## src/rtl/ctr_pkg.sv

```systemverilog
// Shared types for the cascadable counter.
// Assumes nothing beyond a synthesizable 2-bit enum.
package ctr_pkg;
    // Action selected for the next rising edge, lowest priority first
    typedef enum logic [1:0] {
        MODE_HOLD  = 2'd0,
        MODE_COUNT = 2'd1,
        MODE_LOAD  = 2'd2,
        MODE_CLEAR = 2'd3
    } ctr_mode_e;
endpackage

```

## src/rtl/ctr_mode_dec.sv

```systemverilog
// Mode decoder: resolves the control inputs into one action, with the fixed
// precedence clear > load > count > hold. All inputs are active as named
// (clr_n and load_n low-true). Purely combinational.
module ctr_mode_dec
    import ctr_pkg::*;
(
    input  logic      clr_n,
    input  logic      load_n,
    input  logic      en_par,
    input  logic      en_trk,
    output ctr_mode_e mode
);
    // Priority decode of the next action
    always_comb begin
        if (!clr_n)
            mode = MODE_CLEAR;
        else if (!load_n)
            mode = MODE_LOAD;
        else if (en_par && en_trk)
            mode = MODE_COUNT;
        else
            mode = MODE_HOLD;
    end
endmodule

```

## src/rtl/ctr_next.sv

```systemverilog
// Next-state logic: computes the value the count takes at the next edge.
// Assumes WIDTH-bit unsigned arithmetic, so all ones wraps to zero.
module ctr_next
    import ctr_pkg::*;
#(
    parameter int WIDTH = 4
) (
    input  ctr_mode_e        mode,
    input  logic [WIDTH-1:0] cur,
    input  logic [WIDTH-1:0] preset,
    output logic [WIDTH-1:0] nxt
);
    localparam logic [WIDTH-1:0] STEP = WIDTH'(1);

    // Select the next count from the decoded action
    always_comb begin
        unique case (mode)
            MODE_CLEAR: nxt = '0;
            MODE_LOAD:  nxt = preset;
            MODE_COUNT: nxt = cur + STEP;
            default:    nxt = cur;
        endcase
    end
endmodule

```

## src/rtl/ctr_state_reg.sv

```systemverilog
// State register. ASYNC_CLR selects the flavour: 1 gives a register cleared
// at once by a low clr_n, 0 gives a register cleared only at a rising edge.
// In both flavours, d already carries zero when clr_n is low.
module ctr_state_reg #(
    parameter int WIDTH     = 4,
    parameter bit ASYNC_CLR = 1'b0
) (
    input  logic             clk,
    input  logic             clr_n,
    input  logic [WIDTH-1:0] d,
    output logic [WIDTH-1:0] q
);
    generate
        if (ASYNC_CLR) begin : g_async
            // Register with immediate active-low clear
            always_ff @(posedge clk or negedge clr_n) begin
                if (!clr_n) q <= '0;
                else        q <= d;
            end
        end else begin : g_sync
            // Register with edge-timed active-low clear
            always_ff @(posedge clk) begin
                if (!clr_n) q <= '0;
                else        q <= d;
            end
        end
    endgenerate
endmodule

```

## src/rtl/ctr_tc_dec.sv

```systemverilog
// Terminal-count decode: high when the count is all ones and the trickle
// enable is high. Combinational, so a chained stage sees it in the same cycle.
module ctr_tc_dec #(
    parameter int WIDTH = 4
) (
    input  logic [WIDTH-1:0] cur,
    input  logic             en_trk,
    output logic             tc
);
    // All-ones detect gated by the trickle enable
    always_comb tc = en_trk && (&cur);
endmodule

```

## src/rtl/cascade_ctr4.sv

```systemverilog
// Cascadable presettable up-counter stage, modulo 2**WIDTH.
// Assumes the control inputs change away from the rising edge of clk.
// ASYNC_CLR picks an immediate or an edge-timed clear; the port list is the same.
module cascade_ctr4
    import ctr_pkg::*;
#(
    parameter int WIDTH     = 4,
    parameter bit ASYNC_CLR = 1'b0
) (
    input  logic             clk,
    input  logic             clr_n,
    input  logic             load_n,
    input  logic             en_par,
    input  logic             en_trk,
    input  logic [WIDTH-1:0] preset,
    output logic [WIDTH-1:0] count,
    output logic             tc
);
    ctr_mode_e        mode;
    logic [WIDTH-1:0] nxt;

    ctr_mode_dec u_mode (
        .clr_n (clr_n),
        .load_n(load_n),
        .en_par(en_par),
        .en_trk(en_trk),
        .mode  (mode)
    );

    ctr_next #(.WIDTH(WIDTH)) u_next (
        .mode  (mode),
        .cur   (count),
        .preset(preset),
        .nxt   (nxt)
    );

    ctr_state_reg #(.WIDTH(WIDTH), .ASYNC_CLR(ASYNC_CLR)) u_reg (
        .clk  (clk),
        .clr_n(clr_n),
        .d    (nxt),
        .q    (count)
    );

    ctr_tc_dec #(.WIDTH(WIDTH)) u_tc (
        .cur   (count),
        .en_trk(en_trk),
        .tc    (tc)
    );
endmodule

```

## config.mk

```make
export PLATFORM = sky130hd
export DESIGN_NAME = cascade_ctr4
export DESIGN_NICKNAME = d
export VERILOG_FILES = /design/src/rtl/ctr_pkg.sv /design/src/rtl/ctr_mode_dec.sv /design/src/rtl/ctr_next.sv /design/src/rtl/ctr_state_reg.sv /design/src/rtl/ctr_tc_dec.sv /design/src/rtl/cascade_ctr4.sv
export SDC_FILE = /design/constraint.sdc
export NUM_CORES = 1
export LEC_CHECK = 0
export ABC_AREA = 1
export BUFFER_PORTS_ARGS = -buffer_cell sky130_fd_sc_hd__buf_2
export CAP_MARGIN = 5
export CORE_AREA = 2 2 39 41
export CTS_BUF_LIST = sky130_fd_sc_hd__clkbuf_4 sky130_fd_sc_hd__clkbuf_8
export CTS_CLUSTER_SIZE = 25
export DETAILED_ROUTE_END_ITERATION = 16
export DIE_AREA = 0 0 41 43
export PLACE_DENSITY = 0.5
export SETUP_SLACK_MARGIN = 0.3
export SLEW_MARGIN = 20
export SYNTH_ARGS = -nofsm -noshare
export SYNTH_HDL_FRONTEND = slang
export SYNTH_HIERARCHICAL = 1
export SYNTH_SLANG_ARGS = --single-unit
```

## constraint.sdc

```tcl
create_clock -name clk -period 1.5 [get_ports clk]
set_clock_uncertainty 0.1 [all_clocks]
set_input_delay 0.15 -clock clk [delete_from_list [all_inputs] [get_ports clk]]
set_output_delay 0.15 -clock clk [all_outputs]
set_load 0.02 [all_outputs]
```

Yosys cells after proc, flatten, opt, wreduce, memory -nomap -nowiden --
Cells that the tools add are included.
Word-level totals: input port bits 9, register bits after elaboration 4, output and inout bits 5
Operators by class: $add $sub $neg 1, equality and inequality tests 3, reductions and logical operators 4, multiplexer cells 4
Operators with widths (count):
- case mux 4 bit (3 select lines) | 1
- adder 4 x 1 -> 4 bit (second input constant) | 1
- == test 2 bit (second input constant) | 2
- two-way mux 2 bit | 2
- AND reduction 4 bit | 1
- nonzero test 3 bit | 1
- == test 2 x 1 -> 1 bit (second input constant) | 1
- logical AND 1 bit | 2
- two-way mux 1 bit | 1

Longest topological paths before layout --
word-level depth 6, mapped depth 9

By module --
The synthesis kept the hierarchy.
By module, submodules not included:
- ctr_next | cells an instance 29, times used 1, area each 140.1 sq um
- ctr_state_reg | cells an instance 12, times used 1, area each 110.1 sq um
- ctr_mode_dec | cells an instance 3, times used 1, area each 12.5 sq um
- ctr_tc_dec | cells an instance 3, times used 1, area each 12.5 sq um

Least setup slack after synthesis --
No wires, ideal clock.
kind register to register, start point register u_reg.q[0], end point register u_reg.q[2], arrival 1118 ps, stages on the path, launching flop included 7, path slack 173 ps, library setup time 109 ps, required time 1291 ps, path buffers 0, clock period less this slack 1327 ps, cell sequence dfxtp_1 > ha_1 > or2_2 > nand3_1 > nand3_1 > nand2_1 > inv_1
On the way: word-level cells in the longest chain between the ends 2
RTL lines:
- start: declaration | line ctr_state_reg.sv:11 | output logic [WIDTH-1:0] q
- start signal: assignment | line ctr_state_reg.sv:23 | if (!clr_n) q <= '0;
- start signal: assignment | line ctr_state_reg.sv:24 | else q <= d;
- adder 4 x 1 -> 4 bit | line ctr_next.sv:20 | MODE_COUNT: nxt = cur + STEP;
- case mux 4 bit (3 select lines) | line ctr_next.sv:17 | unique case (mode)
- named net nxt[2] | line cascade_ctr4.sv:20 | logic [WIDTH-1:0] nxt;
The timed path passes the listed nets, and every way through them passes these cells. A chain may end at the register's enable or synchronous reset.

Final worst setup path --
start point register u_reg.q[1], end point register u_reg.q[2]
The elaborated chain is that of the path after synthesis.

==> flow_summary.toml <==
[setup_path]
arrival_ns = 1.19
crit_required_ns = 1.52
critPathLaunchType = "flop"
crit_type = "reg2reg"
endpoint_kind = "flop"
crit_fanout = 5

[timing]
min_period_ns = 1.17
drv_slew = 0
timing_hold_violations_final = 0
setup_tns_ns = 0
relSlewSlack = 0.851
max_freq_ghz = 0.858
tightest_slew_ns = 0.224
period_share = 0.777
setup_violations = 0
rsz0062_at_grt = "yes"
hold_ws_ns = 0.0880

[clock_tree]
cts_tree = "done"
cts-root-buf = "clkbuf_4"
clock-sinks = 4
clkLatencyLatePin_ns = 0.23
clk_pin_slew_worst_paths_ns = 0.04
clk_path_buf_depth = 2
cts_hold_buffers = 0
cts_buffers = 3
cts_max_level = 1

[detailed_routing]
via_per_inst = 4.27
wl_per_cell_um = 10.3
route.detailed.drc = 0
wirelength_um = 861
drtAntennaViolNets = 0
drt_iter0_drc = 9
drtPass1Iterations = 4
vias = 359

[global_route]
antenna_found_initial = 0
grt_start_max_net_pins = 8
grtUsageTotal = 0.100
grt_overflow_total = 0
grt_pass1_vias = 313
grt_pass1_wl_um = 1210

[final_layout]
finalNonFillerCells = 84
final_common_cell = "nand2_1"
layout-drive-gt1-share = 0.456
syn2layout_area_growth_pct = 68.2
antenna_cells = 0
largest-register = "u_reg/q"
finalNetCount = 80
largest_reg_flops = 4
final_cell_mix = "17 x nand2_1, 12 x buf_2, 10 x nand3_1"
largest_registers = "u_reg/q x4"

[floorplan]
rows = 14
dieWidth_um = 41
dieArea_um2 = 1760
die_y_um = 43
io_pins = 14
initial_core_util = 0.199
coreArea_um2 = 1380

[power]
powerDensity_nw_per_um2 = 692
leakage_nw = 0.255
ir_drop_mv = 0.243

[yosys]
synth_area_um2 = 275
synthCells = 47
ys_ff_latch = 4
syn_area_per_cell_um2 = 5.86
synth-xor-area-share = 0
yosysSeqAreaShare = 0.291
synth.distinct_cells = 9
yosys.area_share.simple = 0.555
synth_top_family_by_area = "simple AND/OR/NAND/NOR gates"
synth_fa_ha_area_frac = 0.0455
yosys_warnings = 6
synth-compound-area-share = 0
synth_mux_area_frac = 0
syn_nets = 57

[place]
gp_congestion = 0.730
port_buffers = 13
dp.cells = 76
hpwl_um = 621

[run_status]
status = "complete, no violations"

[min_path]
hold_path_class = "in2reg"

[job]
cap_violations = 0
cell usage after synthesis:
cell type | n | area [µm²]
nand2_1 | 17 | 63.8
nand3_1 | 12 | 60.1
inv_1 | 8 | 30.0
dfxtp_1 | 4 | 80.1
nor2_2 | 2 | 12.5
ha_1 | 1 | 12.5
nand4_1 | 1 | 6.26
nor2_1 | 1 | 3.75
or2_2 | 1 | 6.26
final cells by class:
type                       count  area [µm²]
timing repair buffer          18         105
inverter                       8        30.0
multi-input combinational     35         190
sequential                     4        95.1
clock buffer                   3        22.5
tap                           16        20.0
fill                         165         921
layer usage:
layer	track usage	vias up	part of all wire
met5	0	-	0
li1	-	192	-
met1	0.115	156	0.43
met4	0.0400	0	0
met3	0.0471	0	0.043
met2	0.153	11	0.53
critical path: stages, from the launching register on:
cell	delay (ns)
dfxtp_4	0.35
ha_4	0.16
or2_4	0.24
nand3_2	0.05
nand3_1	0.06
nand2_1	0.06
inv_1	0.04
final timing paths:
check                           startpoint         end  slack, ns  cells past startpoint
worst max-delay path            u_reg/q[1]  u_reg/q[2]       0.33                      6
worst min-delay path                 clr_n  u_reg/q[0]       0.09                      3
worst max register to register  u_reg/q[1]  u_reg/q[2]       0.33                      6
worst min register to register  u_reg/q[3]  u_reg/q[3]       0.58                      6
metrics by stage:
stage	cell area, µm²	util	power, W	worst slack (ns)
finish	463	0.335	0.000320	0.334
global route	463	0.335	0.000347	0.288
detailed placement	388	0.280	0.000182	0.333
CTS	413	0.298	0.000318	0.310
floorplan	303	-	0.000156	0.343
global placement	388	0.280	0.000182	0.334
power breakdown:
part	internal [W]	switching, W
logic	0.0000341	0.0000393
registers	0.000110	0.00000853
clock network	0.0000892	0.0000396
total	0.000233	0.0000874
cells by family after synthesis:
family        Yosys count
fa+ha+maj               1
buf+inv                 8
flops                   4
simple gates           34
what timing repair did:
action	in CTS	in global routing
pin swaps	0	2
resized for setup	2	4
endpoints found under the hold margin	0	0
endpoints found under the setup margin	1	2
buffers inserted	0	5
Power figures use the tool's default switching activity.
